`src/rtl/adc_seq_pkg.sv`:
```
package adc_seq_pkg;

    // Protocol constants of the converter's framing
    localparam int FRAME_EDGES = 20;
    localparam int PD_EDGES    = 4;
    localparam int EDGE_W      = $clog2(FRAME_EDGES + 1);

    typedef enum logic [1:0] {
        OP_CONV     = 2'b00,
        OP_SLEEP    = 2'b01,
        OP_WAKE     = 2'b10,
        OP_CONV_ALT = 2'b11
    } op_e;

    typedef enum logic [1:0] {
        ST_IDLE,
        ST_FRAME,
        ST_GAP
    } st_e;

    typedef enum logic [1:0] {
        FK_CONV,
        FK_SLEEP,
        FK_WAKE,
        FK_PREWAKE
    } fkind_e;

    // First frame to run for an accepted command
    function automatic fkind_e first_kind(op_e op, logic awake);
        fkind_e k;
        case (op)
            OP_SLEEP: k = FK_SLEEP;
            OP_WAKE:  k = FK_WAKE;
            default:  k = awake ? FK_CONV : FK_PREWAKE;
        endcase
        return k;
    endfunction

    // Number of serial clock cycles in a frame of the given kind
    function automatic logic [EDGE_W-1:0] kind_edges(fkind_e k);
        return (k == FK_SLEEP) ? EDGE_W'(PD_EDGES) : EDGE_W'(FRAME_EDGES);
    endfunction

endpackage

```
`src/rtl/adc_sclk_gen.sv`:
```
module adc_sclk_gen #(
    parameter int DIV_W = 8
) (
    input  logic             clk,
    input  logic             rst,
    input  logic             run,
    input  logic [DIV_W-1:0] half,
    output logic             sclk,
    output logic             fall_stb,
    output logic             rise_stb
);

    logic [DIV_W-1:0] cnt_q;
    logic             sclk_q;
    logic             tick;

    assign tick     = run && (cnt_q == half);
    assign fall_stb = tick && sclk_q;
    assign rise_stb = tick && !sclk_q;
    assign sclk     = sclk_q;

    always_ff @(posedge clk) begin
        if (rst || !run) begin
            cnt_q  <= '0;
            sclk_q <= 1'b1;
        end else if (tick) begin
            cnt_q  <= '0;
            sclk_q <= ~sclk_q;
        end else begin
            cnt_q  <= cnt_q + DIV_W'(1);
        end
    end

    // a clock that is not running rests high on the next cycle
    p_rest_high_r2: assert property (@(posedge clk) disable iff (rst)
        !run |=> sclk_q);

endmodule

```
`src/rtl/adc_shift_in.sv`:
```
module adc_shift_in #(
    parameter int W = 16
) (
    input  logic         clk,
    input  logic         rst,
    input  logic         clr,
    input  logic         en,
    input  logic         din,
    output logic [W-1:0] q
);

    always_ff @(posedge clk) begin
        if (rst || clr) begin
            q <= '0;
        end else if (en) begin
            q <= {q[W-2:0], din};
        end
    end

endmodule

```
`src/rtl/adc_pwr_seq.sv`:
```
module adc_pwr_seq
    import adc_seq_pkg::*;
#(
    parameter int DIV_W = 8,
    parameter int GAP_W = 8,
    parameter int SMP_W = 16
) (
    input  logic             clk,
    input  logic             rst,
    input  logic [DIV_W-1:0] cfg_half,
    input  logic [GAP_W-1:0] cfg_gap,
    input  logic             cmd_valid,
    output logic             cmd_ready,
    input  logic [1:0]       cmd_op,
    output logic             rsp_valid,
    output logic             rsp_good,
    output logic [SMP_W-1:0] rsp_data,
    output logic             pwr_up,
    output logic             adc_cs_n,
    output logic             adc_sclk,
    input  logic             adc_sdata
);

    localparam int HI_W = GAP_W + 1;

    st_e              st;
    fkind_e           kind;
    op_e              op_in;
    logic [EDGE_W-1:0] rise_cnt;
    logic [EDGE_W-1:0] fall_cnt;
    logic [EDGE_W-1:0] last_idx;
    logic [GAP_W-1:0] gap_cnt;
    logic             pwr_q;
    logic             pend_q;
    logic             in_frame;
    logic             fall_stb;
    logic             rise_stb;
    logic             last_rise;
    logic [SMP_W-1:0] sh_q;
    logic [SMP_W-1:0] word_nx;

    assign op_in     = op_e'(cmd_op);
    assign in_frame  = (st == ST_FRAME);
    assign last_idx  = kind_edges(kind) - EDGE_W'(1);
    assign last_rise = in_frame && rise_stb && (rise_cnt == last_idx);
    assign word_nx   = {sh_q[SMP_W-2:0], adc_sdata};

    assign adc_cs_n  = !in_frame;
    assign cmd_ready = (st == ST_IDLE);
    assign pwr_up    = pwr_q;

    adc_sclk_gen #(.DIV_W(DIV_W)) u_clkgen (
        .clk      (clk),
        .rst      (rst),
        .run      (in_frame),
        .half     (cfg_half),
        .sclk     (adc_sclk),
        .fall_stb (fall_stb),
        .rise_stb (rise_stb)
    );

    adc_shift_in #(.W(SMP_W)) u_shift (
        .clk (clk),
        .rst (rst),
        .clr (!in_frame),
        .en  (in_frame && rise_stb),
        .din (adc_sdata),
        .q   (sh_q)
    );

    // Falling edges seen in the current frame
    always_ff @(posedge clk) begin
        if (rst || !in_frame) begin
            fall_cnt <= '0;
        end else if (fall_stb) begin
            fall_cnt <= fall_cnt + EDGE_W'(1);
        end
    end

    // Frame sequencing, power tracking and response
    always_ff @(posedge clk) begin
        if (rst) begin
            st        <= ST_IDLE;
            kind      <= FK_CONV;
            rise_cnt  <= '0;
            gap_cnt   <= '0;
            pwr_q     <= 1'b1;
            pend_q    <= 1'b0;
            rsp_valid <= 1'b0;
            rsp_good  <= 1'b0;
            rsp_data  <= '0;
        end else begin
            rsp_valid <= 1'b0;
            case (st)
                ST_IDLE: begin
                    if (cmd_valid) begin
                        st       <= ST_FRAME;
                        kind     <= first_kind(op_in, pwr_q);
                        rise_cnt <= '0;
                    end
                end
                ST_FRAME: begin
                    if (rise_stb) begin
                        rise_cnt <= rise_cnt + EDGE_W'(1);
                    end
                    if (last_rise) begin
                        st      <= ST_GAP;
                        gap_cnt <= cfg_gap;
                        pwr_q   <= (kind != FK_SLEEP);
                        case (kind)
                            FK_PREWAKE: pend_q <= 1'b1;
                            FK_SLEEP: begin
                                rsp_valid <= 1'b1;
                                rsp_good  <= 1'b0;
                                rsp_data  <= '0;
                            end
                            FK_WAKE: begin
                                rsp_valid <= 1'b1;
                                rsp_good  <= 1'b0;
                                rsp_data  <= word_nx;
                            end
                            default: begin
                                rsp_valid <= 1'b1;
                                rsp_good  <= 1'b1;
                                rsp_data  <= word_nx;
                            end
                        endcase
                    end
                end
                default: begin
                    if (gap_cnt == '0) begin
                        if (pend_q) begin
                            st       <= ST_FRAME;
                            kind     <= FK_CONV;
                            rise_cnt <= '0;
                            pend_q   <= 1'b0;
                        end else begin
                            st <= ST_IDLE;
                        end
                    end else begin
                        gap_cnt <= gap_cnt - GAP_W'(1);
                    end
                end
            endcase
        end
    end

    // Checker state: clocks chip select has been high, saturating
    logic [HI_W-1:0] hi_cnt;
    always_ff @(posedge clk) begin
        if (rst) begin
            hi_cnt <= '1;
        end else if (!adc_cs_n) begin
            hi_cnt <= '0;
        end else if (hi_cnt != '1) begin
            hi_cnt <= hi_cnt + HI_W'(1);
        end
    end

    p_sclk_idle_r2: assert property (@(posedge clk) disable iff (rst)
        adc_cs_n |-> adc_sclk);

    p_sleep_edges_r4: assert property (@(posedge clk) disable iff (rst)
        (last_rise && kind == FK_SLEEP) |-> (fall_cnt == EDGE_W'(PD_EDGES)));

    p_full_edges_r5: assert property (@(posedge clk) disable iff (rst)
        (last_rise && kind != FK_SLEEP) |-> (fall_cnt == EDGE_W'(FRAME_EDGES)));

    p_prewake_quiet_r6: assert property (@(posedge clk) disable iff (rst)
        (last_rise && kind == FK_PREWAKE) |=> !rsp_valid);

    p_good_awake_r6: assert property (@(posedge clk) disable iff (rst)
        (rsp_valid && rsp_good) |-> pwr_up);

    p_cs_gap_r7: assert property (@(posedge clk) disable iff (rst)
        $fell(adc_cs_n) |-> (hi_cnt >= ({1'b0, cfg_gap} + HI_W'(1))));

    p_rsp_pulse_r8: assert property (@(posedge clk) disable iff (rst)
        rsp_valid |=> !rsp_valid);

    p_rsp_busy_r8: assert property (@(posedge clk) disable iff (rst)
        rsp_valid |-> (!cmd_ready && adc_cs_n));

endmodule

```
`config.mk`:
```
export PLATFORM = sky130hd
export DESIGN_NAME = adc_pwr_seq
export DESIGN_NICKNAME = d
export VERILOG_FILES = /design/src/rtl/adc_seq_pkg.sv /design/src/rtl/adc_sclk_gen.sv /design/src/rtl/adc_shift_in.sv /design/src/rtl/adc_pwr_seq.sv
export SDC_FILE = /design/constraint.sdc
export NUM_CORES = 1
export LEC_CHECK = 0
export CAP_MARGIN = 20
export CORE_MARGIN = 2
export CORE_UTILIZATION = 39
export CTS_CLUSTER_SIZE = 10
export DETAILED_ROUTE_END_ITERATION = 10
export SKIP_LAST_GASP = 1
export SYNTH_ARGS = -nofsm -noshare
export SYNTH_HDL_FRONTEND = slang
export SYNTH_SLANG_ARGS = --single-unit
export TNS_END_PERCENT = 10
```
`constraint.sdc`:
```
create_clock -name clk -period 2 [get_ports clk]
set_input_delay 0.4 -clock clk [delete_from_list [all_inputs] [get_ports clk]]
set_output_delay 0.4 -clock clk [all_outputs]
set_load 0.05 [all_outputs]
```
==> summary.txt, run 1 <==
Run status
  • Status: finished with violations
  • Failing checks: negative setup slack

Min path
  • Hold Path Class: reg2reg

Setup path
  • Worst path slowest cell: or3_4
  • Critical Path RT: 2.27 ns
  • Crit path cell chain: xnor2_2 -> and4_4 -> nand3_4 -> or3_4 -> buf_16 -> or3b_4 -> a21oi_2
  • Crit Path Category: reg2reg
  • Crit. End Element: register
  • Top delay family on crit path: simple AND/OR/NAND/NOR gates
  • Crit-path max cell delay: 0.48 ns
  • CP startpoint kind: register
  • Crit path buf inv count: 1
  • WP data arrival: 2.34 ns
  • Worst-path fanout max: 7

GRT
  • GR Util All Layers: 0.167
  • First-pass GRT wire length: 10200 um
  • Gr ovfl total: 0
  • Initial antenna violation count: 0
  • Vias in the first global route: 2233
  • Largest net degree at the start of global routing: 20

Detailed routing
  • Met3 WL: 238 um
  • Number of remaining DRC errors: 0
  • Via count: 2421
  • Iter 0 DRT Violations: 93
  • Routed Antenna Nets: 0
  • Drt wl/cell: 12.4 um
  • Vias per Instance: 4.84
  • Top Layer Used: met4
  • Routed length on met2: 2910 um
  • DRT Wirelength: 6190 um
  • Drt pass-1 iters: 4
  • DRT met1 WL: 2920 um

STA
  • Post-Route Setup TNS: -0.755 ns
  • Setup ws final: -0.0706 ns
  • Final Critical Period: 2.07 ns
  • Slew Viols, Final: 0
  • Slew HR: 0.670
  • Hold Fails Final Rpt: 0
  • Worst-Margin Slew: 0.494 ns
  • Final worst-path cycle share: 1.04
  • Worst Skew: 0.00749 ns
  • Fmax: 483 MHz
  • Unrepaired setup endpoints after global routing: true
  • # setup viols final: 16

Die
  • FP Rows: 31
  • Starting Density: 0.397
  • Die area: 7960 um^2
  • DIE HEIGHT: 89.2 um
  • Die width: 89.2 um
  • Core area: 7140 um^2
  • Top-Level Pins: 44

Placed design
  • Setup slack at placement: -0.560 ns
  • Port Buffer Count: 43
  • Hpwl dp: 4210 um
  • Final estimated routing congestion in global placement: 0.756

Pwr
  • Power density cells: 638 nW/um^2
  • Peak supply drop: 332 uV
  • Leakage: 1.48 nW

Yosys
  • Multiplexer share of the synthesized area: 0.0812
  • Post-synthesis simple-gate area fraction: 0.248
  • Post-Synth XOR/XNOR Area: 0.0494
  • EDFF count, synth: 0
  • Mapped Cells: 321
  • Main combinational cell family by area after synthesis: simple AND/OR/NAND/NOR gates
  • Syn_area_per_cell: 8.83 um^2
  • Main synth FF type: dfxtp_1
  • Synth warn: 0
  • Post-synth ARST share: 0
  • Post-synthesis sequential area ratio: 0.431
  • Post-Synth Adder-Cell Area: 0.0353
  • Synth Register Bits: 61
  • Netlist cell types: 46
  • Compound-Gate Fraction of Synth Area: 0.109
  • Post-Syn Area: 2830 um^2
  • Post-Syn Nets: 351

Cells and area
  • Layout fillers: 682
  • Final Net Count: 426
  • Synthesis-to-layout area growth: 38.7%
  • Ant diodes: 0
  • Layout cell share with drive strength beyond 1: 0.207

Clock tree
  • Hold_buf cts: 0
  • Total CTS buffers: 9
  • Maximum root-to-sink buffer count: 2
  • Worst skew pair latency: 0.33 ns
  • CTS tree: yes
  • CTS H-tree lvls: 3
  • Root Driver: clkbuf_8
  • TritonCTS Sinks: 61
  • Clk slew on worst S/H paths: 0.07 ns

Job
  • Number of max-cap violations: 0
==> flip-flops by register name, indices dropped and copies added, names as in the netlist <==
name and count:
gap_cnt 8, kind 2, pend_q 1, pwr_up 1
rise_cnt 5, rsp_data 16, rsp_good 1, rsp_valid 1
st 2, u_clkgen.cnt_q 8, u_clkgen.sclk 1, u_shift.q 15
==> where the power goes <==
part / total (W) / internal, W / switching [W]
Combinational: 0.000196 / 0.0000945 / 0.000102
Sequential: 0.00122 / 0.00122 / 0.00000373
Clock: 0.00109 / 0.000604 / 0.000487
Total: 0.00251 / 0.00192 / 0.000592
==> metal layers <==
metal  vias to the layer above  track usage
met5                         -            0
met4                         0       0.0773
met3                        12       0.0342
met2                        42        0.267
met1                      1106        0.216
li1                       1261            -
==> final timing paths <==
check                                    start                       end  slack [ns]  depth (start not counted)
setup reg to reg  u_clkgen.cnt_q[3]$_SDFF_PP0_  rsp_data[1]$_SDFFE_PP0P_       -0.07                          7
setup / recovery  u_clkgen.cnt_q[3]$_SDFF_PP0_  rsp_data[1]$_SDFFE_PP0P_       -0.07                          7
hold reg to reg       rsp_data[0]$_SDFFE_PP0P_  rsp_data[0]$_SDFFE_PP0P_        0.45                          2
hold / removal        rsp_data[0]$_SDFFE_PP0P_  rsp_data[0]$_SDFFE_PP0P_        0.45                          2
==> cells in the final DEF (no fill, tap or decap), types with 4 or more instances in the layout <==
master | Yosys | routed
dlygate4sd2_1 | 0 | 8
inv_1 | 12 | 11
a21oi_1 | 22 | 19
xnor2_1 | 12 | 4
nand2_1 | 40 | 40
buf_4 | 0 | 37
or3b_1 | 16 | 14
mux2i_1 | 23 | 23
ha_1 | 8 | 7
clkbuf_8 | 0 | 10
clkdlybuf4s50_1 | 0 | 32
xnor2_2 | 0 | 8
nor2_1 | 40 | 40
nand3_1 | 11 | 11
dfxtp_1 | 61 | 58
o21ai_0 | 11 | 11
==> synth_stat cells (2+ instances only) <==
library cell | count | area share
o21ai_0 | 11 | 0.019
and2_1 | 2 | 0.0044
a31o_2 | 2 | 0.0062
a211oi_1 | 2 | 0.0053
buf_2 | 4 | 0.0071
buf_6 | 3 | 0.012
o31ai_1 | 3 | 0.0079
inv_1 | 12 | 0.016
nand4_1 | 2 | 0.0044
nand2b_1 | 2 | 0.0044
xor2_1 | 4 | 0.012
nand3_1 | 11 | 0.019
mux2i_1 | 23 | 0.081
a21oi_1 | 22 | 0.039
dfxtp_1 | 61 | 0.43
nor2_1 | 40 | 0.053
ha_1 | 8 | 0.035
nor3_1 | 2 | 0.0035
nor2b_1 | 3 | 0.0066
or3b_1 | 16 | 0.049
a22o_1 | 2 | 0.0062
nand2_1 | 40 | 0.053
xnor2_1 | 12 | 0.037
nand3b_1 | 2 | 0.0053
and3_1 | 4 | 0.0088
clkbuf_1 | 8 | 0.011
==> per-stage QoR <==
step / hold slack, ns / instance area, um^2 / power [W] / cells / utilization
3_5_place_dp: 0.446 / 3550 / 0.00144 / 478 / 0.497
3_3_place_gp: 0.444 / 3550 / 0.00144 / 478 / 0.497
2_1_floorplan: 0.436 / 2850 / 0.00135 / 321 / -
6_report: 0.454 / 3930 / 0.00251 / 500 / 0.551
5_1_grt: 0.468 / 3930 / 0.00261 / 500 / 0.551
4_1_cts: 0.456 / 3880 / 0.00253 / 496 / 0.543
==> logic make-up (layout without fill, tap and decap cells) <==
group,Yosys count,count (layout)
buf+inv,28,108
fa+ha+maj,8,8
xor+xnor,16,16
compound gates,50,50
flops,61,61
mux,23,23
simple gates,135,135
==> worst min-delay path, cell delays in order, from the launching register on <==
cell     delay (ns)
dfxtp_1        0.31
nand2_1        0.05
a21oi_1        0.05
==> cell type report <==
| class | instances | area [um^2] | share of cell area |
|---|---|---|---|
| tap | 99 | 124 | 0.0315 |
| multi-input combinational | 232 | 1590 | 0.405 |
| sequential | 61 | 1220 | 0.312 |
| clock inverter | 6 | 62.6 | 0.0159 |
| timing repair buffer | 80 | 743 | 0.189 |
| clock buffer | 10 | 138 | 0.0350 |
| inverter | 12 | 45.0 | 0.0115 |
==> what timing repair did <==
| action | 4_1_cts | 5_1_grt |
|---|---|---|
| pin swaps | 10 | 3 |
| endpoints found under the setup margin | 24 | 21 |
| gates cloned | 2 | 0 |
| buffers inserted | 0 | 4 |
| gates resized for setup | 25 | 6 |
No activity file was read; power rests on OpenSTA's default activity.
==> run 2: changes to the inputs <==
SETUP_SLACK_MARGIN = 0.02   (was default)
==> results of run 2 <==
The final DEF is identical to that of run 1; final timing and power are the same.
==> run 3: changes to the inputs <==
PLACE_DENSITY = 0.7   (was default)
==> run 3 against run 2 <==
The run now ends clean. Core utilization is 0.56 points higher. Final cell count grew 1.8%. Largest power group is now the clock network. Global-route usage increased by 0.53 points. Fmax increased by 3.9%.
==> summary.txt, run 3 (same netlist as run 1, synthesis figures left out) <==
Setup path
  • WP data arrival: 2.26 ns
  • R2r worst-path depth: 7
  • CP startpoint kind: primary input
  • Crit. End Element: register
  • Flop2flop setup slack: 0.007 ns
  • Crit. Startpoint: cfg_half[7]
  • R2R Path Start: u_clkgen.cnt_q[1]$_SDFF_PP0_
  • Critical Path RT: 2.27 ns
  • Reg-to-reg endpoint: rsp_data[6]$_SDFFE_PP0P_
  • Critical Path Sink: rsp_data[6]$_SDFFE_PP0P_
  • Worst-path fanout max: 6
  • Crit Path Category: in2reg

GRT
  • Vias in the first global route: 2366
  • GR Util All Layers: 0.172
  • Largest net degree at the start of global routing: 20
  • First-pass GRT wire length: 10500 um
  • Initial antenna violation count: 0
  • Gr ovfl total: 0

Detailed routing
  • Number of remaining DRC errors: 0
  • Via count: 2456
  • Iter 0 DRT Violations: 100
  • Routed Antenna Nets: 0
  • Drt wl/cell: 12.7 um
  • DRT Wirelength: 6450 um
  • Drt pass-1 iters: 4
  • Vias per Instance: 4.83

Cells and area
  • Layout fillers: 664
  • Design area: 3970 um^2
  • Max reg flops: 16
  • Ant diodes: 0
  • Final Net Count: 435
  • Leading cell type in the layout, fill and taps excluded: dfxtp_1
  • Biggest register: rsp_data
  • Layout cell share with drive strength beyond 1: 0.220
  • Commonest non-fill, non-tap cells in the layout: dfxtp_1, buf_4, nor2_1, nand2_1, clkdlybuf4s50_1
  • Top flop regs: rsp_data (16), u_shift.q (15)
  • Synthesis-to-layout area growth: 40.1%

Clock tree
  • Total CTS buffers: 9
  • Clk slew on worst S/H paths: 0.07 ns
  • TritonCTS Sinks: 61
  • CTS tree: yes
  • Maximum root-to-sink buffer count: 2
  • Root Driver: clkbuf_8
  • CTS H-tree lvls: 3
  • Hold_buf cts: 0
  • Worst skew pair latency: 0.34 ns

Placed design
  • Hpwl dp: 4400 um
  • Port Buffer Count: 43
  • Post-DP Area: 3540 um^2
  • Final estimated routing congestion in global placement: 0.871
  • Setup slack at placement: -0.555 ns

Die
  • Die area: 7960 um^2
  • FP Rows: 31
  • Die width: 89.2 um
  • Core area: 7140 um^2
  • DIE HEIGHT: 89.2 um
  • Top-Level Pins: 44
  • Starting Density: 0.397

STA
  • Final worst-path cycle share: 0.997
  • Unrepaired setup endpoints after global routing: true
  • Fmax: 502 MHz
  • Worst-Margin Slew: 0.505 ns
  • Hold Fails Final Rpt: 0
  • Worst Skew: 0.0131 ns
  • Final Critical Period: 1.99 ns
  • Slew HR: 0.662
  • # setup viols final: 0
  • Slew Viols, Final: 0
  • Setup ws final: 0.00670 ns

Job
  • Number of max-cap violations: 0

Min path
  • Hold Path Class: reg2reg

Pwr
  • Power density cells: 702 nW/um^2
  • Leakage: 1.50 nW
  • Peak supply drop: 351 uV

Run status
  • Status: completed
## run 3: changes by cell type in the layout (fill, tap and decap cells not counted), moves of 2 or more
| cell | change |
|---|---|
| xnor2_2 | -4 |
| clkinv_2 | -2 |
| buf_4 | +8 |
| buf_16 | -2 |
| buf_6 | +3 |
| bufinv_16 | +2 |
| dfxtp_2 | +6 |
| xnor2_1 | +4 |
| dfxtp_1 | -6 |
## run 3: timing repair
item,CTS,global route
buffers inserted,8,4
gates resized for setup,24,10
endpoints found under the setup margin,20,21
hold endpoints to repair,0,0
pin swaps,16,6
gates cloned,2,0
## run 3: through the flow
step / hold slack [ns] / util / cells / setup TNS, ns / power, W
final: 0.455 / 0.556 / 509 / 0 / 0.00279
after global routing: 0.470 / 0.556 / 509 / -0.303 / 0.00288
after CTS: 0.460 / 0.549 / 505 / 0 / 0.00280
after detailed placement: 0.451 / 0.496 / 479 / -17.74 / 0.00144
after global placement: 0.444 / 0.496 / 479 / -14.82 / 0.00144
after floorplan: 0.436 / - / 321 / -0.208 / 0.00135
## run 3: final cells by class
type                    instances  area (um^2)  share of cell area
inverters                      12         45.0              0.0113
repair buffers                 89          773               0.195
clock inverters                 7          123              0.0309
well taps                      99          124              0.0312
multi-input cells             232         1550               0.390
clock buffers                   9          124              0.0312
flip-flops and latches         61         1230               0.310
## run 3: critical path, cell delays in order
cell and delay, ns:
dlygate4sd2_1 0.27, xnor2_2 0.21, and3_4 0.23, nand3_4 0.07, or3_4 0.43, buf_6 0.15
or3b_1 0.37, a21oi_1 0.14
## run 3: layer usage
metal	up-vias	GRT usage	share of wire
met1	1133	0.203	0.45
met4	0	0.0801	0.027
li1	1279	-	-
met2	31	0.296	0.50
met3	13	0.0388	0.029
met5	-	0	0
## run 3: worst min-delay path by stage
stage / from / to / depth (start not counted)
after floorplan: u_clkgen.cnt_q[0]$_SDFF_PP0_ / u_clkgen.cnt_q[0]$_SDFF_PP0_ / 1
after global placement: rsp_data[12]$_SDFFE_PP0P_ / rsp_data[12]$_SDFFE_PP0P_ / 2
after detailed placement: rsp_data[13]$_SDFFE_PP0P_ / rsp_data[13]$_SDFFE_PP0P_ / 2
after CTS: rsp_data[6]$_SDFFE_PP0P_ / rsp_data[6]$_SDFFE_PP0P_ / 2
after global routing: rsp_data[4]$_SDFFE_PP0P_ / rsp_data[4]$_SDFFE_PP0P_ / 2
final: rsp_data[6]$_SDFFE_PP0P_ / rsp_data[6]$_SDFFE_PP0P_ / 2
## run 3: power by group
group | total [W] | switching, W | internal [W]
combinational | 0.000213 | 0.000106 | 0.000107
clock | 0.00135 | 0.000518 | 0.000834
sequential | 0.00122 | 0.00000310 | 0.00122
total | 0.00279 | 0.000627 | 0.00216
